<file path="src/rtl/sio_pkg.sv">
package sio_pkg;

    typedef enum logic [2:0] {
        TX_IDLE, TX_START, TX_DATA, TX_PAR, TX_STOP1, TX_STOP2
    } tx_state_e;

    typedef enum logic [2:0] {
        RX_IDLE, RX_START, RX_DATA, RX_PAR, RX_STOP
    } rx_state_e;

    typedef struct packed {
        logic len8;
        logic par_en;
        logic par_odd;
        logic stop2;
    } frame_cfg_t;

    localparam int A_STAT = 0;
    localparam int A_TXD  = 1;
    localparam int A_RXD  = 2;
    localparam int A_MODE = 3;
    localparam int A_CTRL = 4;

endpackage

</file>
<file path="src/rtl/sio_tx.sv">
module sio_tx
    import sio_pkg::*;
#(
    parameter int DW  = 8,
    parameter int OVS = 16
) (
    input  logic          clk,
    input  logic          rst_n,
    input  logic          en,
    input  logic          tick,
    input  frame_cfg_t    cfg,
    input  logic          load,
    input  logic [DW-1:0] ldata,
    output logic          take,
    output logic          busy,
    output logic          txd
);
    localparam int CW = $clog2(OVS);
    localparam int BW = $clog2(DW);

    tx_state_e      state_q, state_d;
    logic [CW-1:0]  cnt;
    logic [BW-1:0]  bitn;
    logic [DW-1:0]  sh;
    logic           par;
    logic           bit_end, last_bit;
    logic [DW-1:0]  masked;

    assign bit_end  = tick && (cnt == CW'(OVS-1));
    assign last_bit = bitn == (cfg.len8 ? BW'(DW-1) : BW'(DW-2));
    assign masked   = cfg.len8 ? ldata : {1'b0, ldata[DW-2:0]};

    always_comb begin
        state_d = state_q;
        unique case (state_q)
            TX_IDLE:  if (load) state_d = TX_START;
            TX_START: if (bit_end) state_d = TX_DATA;
            TX_DATA:  if (bit_end && last_bit) state_d = cfg.par_en ? TX_PAR : TX_STOP1;
            TX_PAR:   if (bit_end) state_d = TX_STOP1;
            TX_STOP1: if (bit_end) state_d = cfg.stop2 ? TX_STOP2 : TX_IDLE;
            TX_STOP2: if (bit_end) state_d = TX_IDLE;
        endcase
        if (!en) state_d = TX_IDLE;
    end

    always_ff @(posedge clk or negedge rst_n) begin
        if (!rst_n) state_q <= TX_IDLE;
        else        state_q <= state_d;
    end

    always_ff @(posedge clk or negedge rst_n) begin
        if (!rst_n) begin
            cnt  <= '0;
            bitn <= '0;
            sh   <= '0;
            par  <= 1'b0;
        end else begin
            if (state_q == TX_IDLE) cnt <= '0;
            else if (tick)          cnt <= (cnt == CW'(OVS-1)) ? '0 : cnt + 1'b1;
            if (take) begin
                sh   <= masked;
                bitn <= '0;
                par  <= cfg.par_odd ^ (^masked);
            end else if (state_q == TX_DATA && bit_end) begin
                sh   <= sh >> 1;
                bitn <= bitn + 1'b1;
            end
        end
    end

    always_comb begin
        take = (state_q == TX_IDLE) && (state_d == TX_START);
        busy = (state_q != TX_IDLE);
        unique case (state_q)
            TX_START: txd = 1'b0;
            TX_DATA:  txd = sh[0];
            TX_PAR:   txd = par;
            default:  txd = 1'b1;
        endcase
    end


    disabled_line_high_chk: assert property (@(posedge clk) disable iff (!rst_n)
        !en |=> txd);


    start_only_from_idle_chk: assert property (@(posedge clk) disable iff (!rst_n)
        $rose(busy) |-> !txd);

endmodule

</file>
<file path="src/rtl/sio_rx.sv">
module sio_rx
    import sio_pkg::*;
#(
    parameter int DW  = 8,
    parameter int OVS = 16
) (
    input  logic          clk,
    input  logic          rst_n,
    input  logic          en,
    input  logic          tick,
    input  frame_cfg_t    cfg,
    input  logic          rxd,
    output logic          done,
    output logic [DW-1:0] data,
    output logic          perr,
    output logic          ferr
);
    localparam int CW = $clog2(OVS);
    localparam int BW = $clog2(DW);

    rx_state_e      state_q, state_d;
    logic           s1, s2;
    logic [CW-1:0]  cnt;
    logic [BW-1:0]  bitn;
    logic [DW-1:0]  sh;
    logic           pacc;
    logic           mid, full, last_bit;

    assign mid      = tick && (cnt == CW'(OVS/2-1));
    assign full     = tick && (cnt == CW'(OVS-1));
    assign last_bit = bitn == (cfg.len8 ? BW'(DW-1) : BW'(DW-2));

    always_comb begin
        state_d = state_q;
        unique case (state_q)
            RX_IDLE:  if (tick && !s2) state_d = RX_START;
            RX_START: if (mid) state_d = s2 ? RX_IDLE : RX_DATA;
            RX_DATA:  if (full && last_bit) state_d = cfg.par_en ? RX_PAR : RX_STOP;
            RX_PAR:   if (full) state_d = RX_STOP;
            RX_STOP:  if (full) state_d = RX_IDLE;
        endcase
        if (!en) state_d = RX_IDLE;
    end

    always_ff @(posedge clk or negedge rst_n) begin
        if (!rst_n) state_q <= RX_IDLE;
        else        state_q <= state_d;
    end

    always_ff @(posedge clk or negedge rst_n) begin
        if (!rst_n) begin
            s1 <= 1'b1; s2 <= 1'b1;
            cnt <= '0; bitn <= '0; sh <= '0; pacc <= 1'b0;
            done <= 1'b0; perr <= 1'b0; ferr <= 1'b0;
        end else begin
            s1   <= rxd;
            s2   <= s1;
            done <= 1'b0;
            if (state_q != state_d)  cnt <= '0;
            else if (tick)           cnt <= (cnt == CW'(OVS-1)) ? '0 : cnt + 1'b1;
            if (state_q == RX_START) begin
                bitn <= '0;
                pacc <= 1'b0;
            end
            if (full && (state_q == RX_DATA || state_q == RX_PAR)) pacc <= pacc ^ s2;
            if (full && state_q == RX_DATA) begin
                sh   <= {s2, sh[DW-1:1]};
                bitn <= bitn + 1'b1;
            end
            if (full && state_q == RX_STOP) begin
                done <= 1'b1;
                ferr <= !s2;
                perr <= cfg.par_en && (pacc != cfg.par_odd);
            end
        end
    end

    always_comb data = cfg.len8 ? sh : {1'b0, sh[DW-1:1]};


    rx_ignore_chk: assert property (@(posedge clk) disable iff (!rst_n)
        !en |=> !done);


    short_char_msb_chk: assert property (@(posedge clk) disable iff (!rst_n)
        done && !cfg.len8 |-> !data[DW-1]);

endmodule

</file>
<file path="src/rtl/sio_dualrx.sv">
module sio_dualrx
    import sio_pkg::*;
#(
    parameter int DW  = 8,
    parameter int OVS = 16,
    parameter int AW  = 3
) (
    input  logic          clk,
    input  logic          rst_n,
    input  logic [AW-1:0] bus_addr,
    input  logic          bus_wr,
    input  logic          bus_rd,
    input  logic [DW-1:0] bus_wdata,
    output logic [DW-1:0] bus_rdata,
    input  logic          baud_tick,
    input  logic          ser_rxd,
    output logic          ser_txd,
    output logic          irq_txe,
    output logic          irq_rxf,
    output logic          irq_err
);
    localparam int FW = 5;

    logic [FW-1:0] mode_q, ctrl_q;
    frame_cfg_t    cfg;
    logic          en;
    logic [DW-1:0] tx_buf;
    logic          tx_full, tx_take, tx_busy;
    logic          rx_done, rx_perr, rx_ferr;
    logic [DW-1:0] rx_data;
    logic [DW-1:0] e0, e1;
    logic [1:0]    qcnt;
    logic          oe, pe, fe;
    logic          sel_stat, sel_txd, sel_rxd, pop, push;

    assign cfg      = '{len8: mode_q[0], par_en: mode_q[1], par_odd: mode_q[2], stop2: mode_q[3]};
    assign en       = ctrl_q[0];
    assign sel_stat = bus_addr == AW'(A_STAT);
    assign sel_txd  = bus_addr == AW'(A_TXD);
    assign sel_rxd  = bus_addr == AW'(A_RXD);
    assign pop      = bus_rd && sel_rxd && (qcnt != 2'd0);
    assign push     = rx_done;

    sio_tx #(.DW(DW), .OVS(OVS)) u_tx (
        .clk(clk), .rst_n(rst_n), .en(en), .tick(baud_tick), .cfg(cfg),
        .load(tx_full && en), .ldata(tx_buf), .take(tx_take),
        .busy(tx_busy), .txd(ser_txd)
    );

    sio_rx #(.DW(DW), .OVS(OVS)) u_rx (
        .clk(clk), .rst_n(rst_n), .en(en), .tick(baud_tick), .cfg(cfg),
        .rxd(ser_rxd), .done(rx_done), .data(rx_data),
        .perr(rx_perr), .ferr(rx_ferr)
    );

    always_ff @(posedge clk or negedge rst_n) begin
        if (!rst_n) begin
            mode_q <= '0; ctrl_q <= '0;
            tx_buf <= '0; tx_full <= 1'b0;
        end else begin
            if (bus_wr && bus_addr == AW'(A_MODE)) mode_q <= bus_wdata[FW-1:0];
            if (bus_wr && bus_addr == AW'(A_CTRL)) ctrl_q <= bus_wdata[FW-1:0];
            if (tx_take) tx_full <= 1'b0;
            else if (bus_wr && sel_txd && !tx_full) begin
                tx_buf  <= bus_wdata;
                tx_full <= 1'b1;
            end
        end
    end

    always_ff @(posedge clk or negedge rst_n) begin
        if (!rst_n) begin
            e0 <= '0; e1 <= '0; qcnt <= '0;
            oe <= 1'b0; pe <= 1'b0; fe <= 1'b0;
        end else begin
            if (push && pop) begin
                if (qcnt == 2'd1) e0 <= rx_data;
                else begin e0 <= e1; e1 <= rx_data; end
            end else if (pop) begin
                e0   <= e1;
                qcnt <= qcnt - 1'b1;
            end else if (push && qcnt != 2'd2) begin
                if (qcnt == 2'd0) e0 <= rx_data;
                else              e1 <= rx_data;
                qcnt <= qcnt + 1'b1;
            end
            oe <= (oe && !(bus_wr && sel_stat && bus_wdata[4])) || (push && !pop && qcnt == 2'd2);
            pe <= (pe && !(bus_wr && sel_stat && bus_wdata[5])) || (push && rx_perr);
            fe <= (fe && !(bus_wr && sel_stat && bus_wdata[6])) || (push && rx_ferr);
        end
    end

    always_comb begin
        unique case (bus_addr)
            AW'(A_STAT): bus_rdata = {1'b0, fe, pe, oe, qcnt == 2'd2, tx_busy, qcnt != 2'd0, !tx_full};
            AW'(A_RXD):  bus_rdata = (qcnt != 2'd0) ? e0 : '0;
            AW'(A_MODE): bus_rdata = {{(DW-FW){1'b0}}, mode_q};
            AW'(A_CTRL): bus_rdata = {{(DW-FW){1'b0}}, ctrl_q};
            default:     bus_rdata = '0;
        endcase
        irq_txe = ctrl_q[2] && !tx_full;
        irq_rxf = ctrl_q[3] && (ctrl_q[1] ? qcnt == 2'd2 : qcnt != 2'd0);
        irq_err = ctrl_q[4] && (oe || pe || fe);
    end


    queue_depth_chk: assert property (@(posedge clk) disable iff (!rst_n)
        qcnt <= 2'd2);


    overrun_keep_chk: assert property (@(posedge clk) disable iff (!rst_n)
        push && !pop && qcnt == 2'd2 |=> $stable(e0) && $stable(e1) && oe);


    sticky_oe_chk: assert property (@(posedge clk) disable iff (!rst_n)
        oe && !(bus_wr && sel_stat && bus_wdata[4]) |=> oe);


    tx_write_ignored_chk: assert property (@(posedge clk) disable iff (!rst_n)
        bus_wr && sel_txd && tx_full && !tx_take |=> $stable(tx_buf) && tx_full);

endmodule

</file>
<file path="config.mk">
export PLATFORM = sky130hd
export DESIGN_NAME = sio_dualrx
export DESIGN_NICKNAME = d
export VERILOG_FILES = /design/src/rtl/sio_pkg.sv /design/src/rtl/sio_tx.sv /design/src/rtl/sio_rx.sv /design/src/rtl/sio_dualrx.sv
export SDC_FILE = /design/constraint.sdc
export NUM_CORES = 1
export LEC_CHECK = 0
export BUFFER_PORTS_ARGS = -buffer_cell sky130_fd_sc_hd__buf_2
export CORE_UTILIZATION = 30
export DETAILED_ROUTE_END_ITERATION = 7
export HOLD_SLACK_MARGIN = 0.15
export PLACE_DENSITY_LB_ADDON = 0.05
export SLEW_MARGIN = 30
export SYNTH_ARGS = -nofsm -noshare
export SYNTH_HDL_FRONTEND = slang
export SYNTH_HIERARCHICAL = 1
export SYNTH_SLANG_ARGS = --single-unit
</file>
<file path="constraint.sdc">
create_clock -name clk -period 3.3 [get_ports clk]
set_clock_uncertainty 0.2 [all_clocks]
set_input_delay 0.99 -clock clk [delete_from_list [all_inputs] [get_ports clk]]
set_output_delay 0.99 -clock clk [all_outputs]
set_load 0.02 [all_outputs]
</file>
* Word-level counts from Yosys, hierarchy flattened
Cells that the tools add are included.
** Storage, ports and cells
- Register bits :: 83
- Bits of input ports :: 17
- Word-level logic and storage cells :: 184
** Operators by class
- Add/sub/neg operators :: 6
- Equal/unequal tests :: 27
- Mux-type cells :: 54
- Bitwise gates (word level) :: 4
- Reduce and logical (&&, ||, !) cells :: 68
** Operators by type and width (count)
- $mux W8 :: 15
- $mux W3 :: 19
- $logic_and A1 B1 Y1 :: 35
- $pmux W8 S4 :: 1
- $mux W4 :: 6
- $eq A3 B2 Y1 const B :: 6
- $pmux W3 S6 :: 1
- $reduce_bool A2 Y1 :: 9
- $pmux W3 S5 :: 1
- $eq A3 B1 Y1 const B :: 4
- $eq A3 B3 Y1 const B :: 4
- $logic_not A3 Y1 :: 3
- $reduce_bool A3 Y1 :: 3
- $add A4 B1 Y4 const B :: 2
- $eq A4 B4 Y1 const B :: 2
- $reduce_xor A8 Y1 :: 1
- $mux W1 :: 7
- $add A3 B1 Y3 const B :: 2
- $eq A3 B3 Y1 :: 2
- $logic_not A1 Y1 :: 6
- $logic_or A1 B1 Y1 :: 6
- $mux W2 :: 3
- $ne A2 B2 Y1 const B :: 3
- $reduce_and A2 Y1 :: 3
- 13 further kinds :: 15

* Logic depth before layout (Yosys ltp)
- Word-level depth :: 10
- Depth in mapped cells :: 7
- Depth with buffers taken out :: 6

* Cells and area by module
The synthesis kept the hierarchy.
** By module, submodules not included
- sio_dualrx :: times used 1, cells each 170, area each 1928.1 sq um, sequential area each 1001.0 sq um
- sio_rx :: times used 1, cells each 131, area each 1360.1 sq um, sequential area each 603.1 sq um
- sio_tx :: times used 1, cells each 116, area each 1117.3 sq um, sequential area each 475.5 sq um

* Worst setup path before layout
Ideal clock, no wire load.
- Path type :: input to output
- Start point :: input bus_addr[1]
- End point :: output bus_rdata[5]
- Arrival :: 2.118 ns
- Slack :: -0.008 ns
- Stages :: 4
- Cells stage by stage :: clkbuf_1 -> nor2b_1 -> a21oi_1 -> nor3_1
** On the way
- Word-level cells in the longest chain between the ends :: 2
- Elaborated cells between the ends (all ways) :: 5
** RTL lines
- from (decl) :: RTL line sio_dualrx.sv:10 : input logic [AW-1:0] bus_addr,
- $eq A3 B3 Y1 (tied with other cells) :: RTL line sio_dualrx.sv:94 : unique case (bus_addr)
- $pmux W8 S4 * :: RTL line sio_dualrx.sv:94
- to (decl) :: RTL line sio_dualrx.sv:14 : output logic [DW-1:0] bus_rdata,
Mark *: on every way between the ends. The rest lies on a longest branch, timed or not.

* Worst setup path after layout
- Start point :: input bus_addr[0]
- End point :: output bus_rdata[2]
The elaborated chain is that of the path after synthesis.

==> impl_metrics.toml <==
[worst_setup_path]
arrival_ps = 1950
ff2ff_setup_slack_ps = 650
cp_max_fo = 10
end_kind = "output pin"
startpoint_type = "primary input"
worstPathRequired_ps = 2110
critical_path_class = "in2out"

[placement]
gp_congestion = 0.804
port-buffer-count = 28
dpl-instance-area_um2 = 4790
hpwl_um = 7380
dpl.cell_count = 618

[clock_tree]
cts_made_buffers = 9
cts_sinks = 83
cts_max_level = 3
cts_buffer_depth = 2
cts-root-buf = "clkbuf_16"
cts_tree = "yes"
clk_pin_slew_ps = 60
clock_latency_ps = 350

[power]
irDropWorstVdd_v = 0.000302
p_leak_nw = 2.34
total_power_mw = 3.38
p_per_area_nw_per_um2 = 667

[yosys]
syn_nets = 441
ys_seq_area_frac = 0.472
synth_area_per_cell_um2 = 10.6
synth_cells = 417
synth-edff-count = 0
async_flop_share = 1.00
ys.flop_type = "dfrtp_1"
ys_warn_count = 6
synth_cell_types = 64
ys_ff_latch = 83
netlist_area_um2 = 4410

[floorplan]
coreArea_um2 = 14100
die_w_um = 123
io_pins = 29
num_rows = 43
die_h_um = 123
start_util = 0.313
die-area_um2 = 15200

[routing]
avgViaCountPerCell = 5.07
vias = 3213
routed_wl_um = 10500
met2RoutedLength_um = 4990
wl_met3_um = 459
drc = 0
drt_first_iter_violations = 162
drt-met1-wl_um = 4920
drtPass1Iterations = 4
detail_route.wl_per_cell_um = 16.6
top_layer = "met4"
ant_nets = 0

[sta]
fin_crit_ps = 3140
setup_viol = 0
setup_tns_ps = 0
max_slew_margin = 0.413
final_max_slew_viol_count = 0
fmax_mhz = 318
hold_violations = 0
min_period_over_period = 0.952
rsz0062_at_grt = "false"
tightest_slew_ps = 869

[global_route]
grt_usage = 0.151
grt_max_degree = 51
grt_pass1_vias = 3175
grt_overflow = 0
grt_pass1_wl_um = 17100
antenna_found_initial = 0

[job]
drv_cap = 0

[final_layout]
final_common_cell = "dfrtp_1"
layout_common_cells = "81 x dfrtp_1, 42 x mux2_2, 37 x nor2_1, 29 x nand2_1, 27 x buf_2"
finalNonFillerCells = 634
nets = 473
final_area_um2 = 5070
antenna_cells = 0
drive_above_1_share = 0.244
area_delta_synth_final_pct = 15.1

[hold_path]
min_path_type = "reg2reg"

[outcome]
status = "complete, no violations"
final timing paths:
check,from,depth (start not counted),end
worst max-delay path,bus_addr[0],5,bus_rdata[2]
worst min-delay path,u_rx/s1,0,u_rx/s2
worst max register to register,qcnt[0],7,e1[1]
worst min register to register,u_rx/s1,0,u_rx/s2
max in group asynchronous,rst_n,2,u_rx/s1
min in group asynchronous,rst_n,1,u_tx/sh[0]
cells in the mapped netlist (9+ instances only):
cell type	number	area share
o22ai_1	12	0.017
inv_1	13	0.011
nand2_1	29	0.025
a21oi_1	16	0.018
nor2b_1	9	0.013
dfrtp_1	81	0.46
nor2_1	37	0.032
o21ai_0	14	0.016
mux2i_1	14	0.032
xnor2_1	9	0.018
o21ai_1	10	0.011
mux2_2	42	0.11
timing repair:
item | in CTS | in global routing
buffers inserted | 0 | 0
endpoints found under the setup margin | 0 | 4
gates resized for setup | 0 | 1
hold buffers | 0 | 0
flip-flops by register name (all words and copies together) (netlist names), 2 cells and up:
name	count
u_rx/sh	8
e0	8
u_tx/sh	8
tx_buf	8
u_rx/bitn	3
u_rx/cnt	4
u_tx/cnt	4
u_rx/state_q	3
e1	8
u_tx/bitn	3
u_tx/state_q	3
qcnt	2
mode_q	5
ctrl_q	5
per-stage QoR:
step           utilization  hold WS [ps]  worst slack [ps]
2_1_floorplan            -           145              32.0
3_3_place_gp         0.340           147               125
3_5_place_dp         0.340           147              80.1
4_1_cts              0.359           156              81.1
5_1_grt              0.360           158              83.8
6_report             0.360           155               158
critical path, cell delays in order:
cell     delay [ps]
buf_2           170
and2_1          230
a22oi_1         270
o22ai_1         120
buf_2           170
where the power goes:
group	total [mW]	leakage (nW)	internal [mW]	switching, mW
combinational	0.915	1.14	0.464	0.451
sequential	1.51	1.07	1.25	0.261
clock	0.954	0.126	0.517	0.438
total	3.38	2.34	2.23	1.15
kinds of logic after synthesis:
family,Yosys count,synth area share
multiplexers,56,0.139
flip-flops,83,0.472
AND/OR/NAND/NOR,128,0.153
XOR/XNOR,16,0.0349
AO/OA/AOI/OAI,95,0.149
adder cells (fa/ha/maj),7,0.0199
buffers and inverters,32,0.0312
final cells by class:
type | count | area, um2
sequential | 83 | 2080
multi-input combinational | 302 | 2200
fill | 1426 | 9030
clock buffer | 10 | 229
inverter | 15 | 56.3
tap | 180 | 225
timing repair buffer | 38 | 230
clock inverter | 6 | 48.8
metal layers:
layer  vias up  GRT usage
met5         -          0
met4         0     0.0452
met3        10     0.0489
met2        42      0.238
met1      1570      0.196
li1       1591          -
No activity file was read; power rests on OpenSTA's default activity.
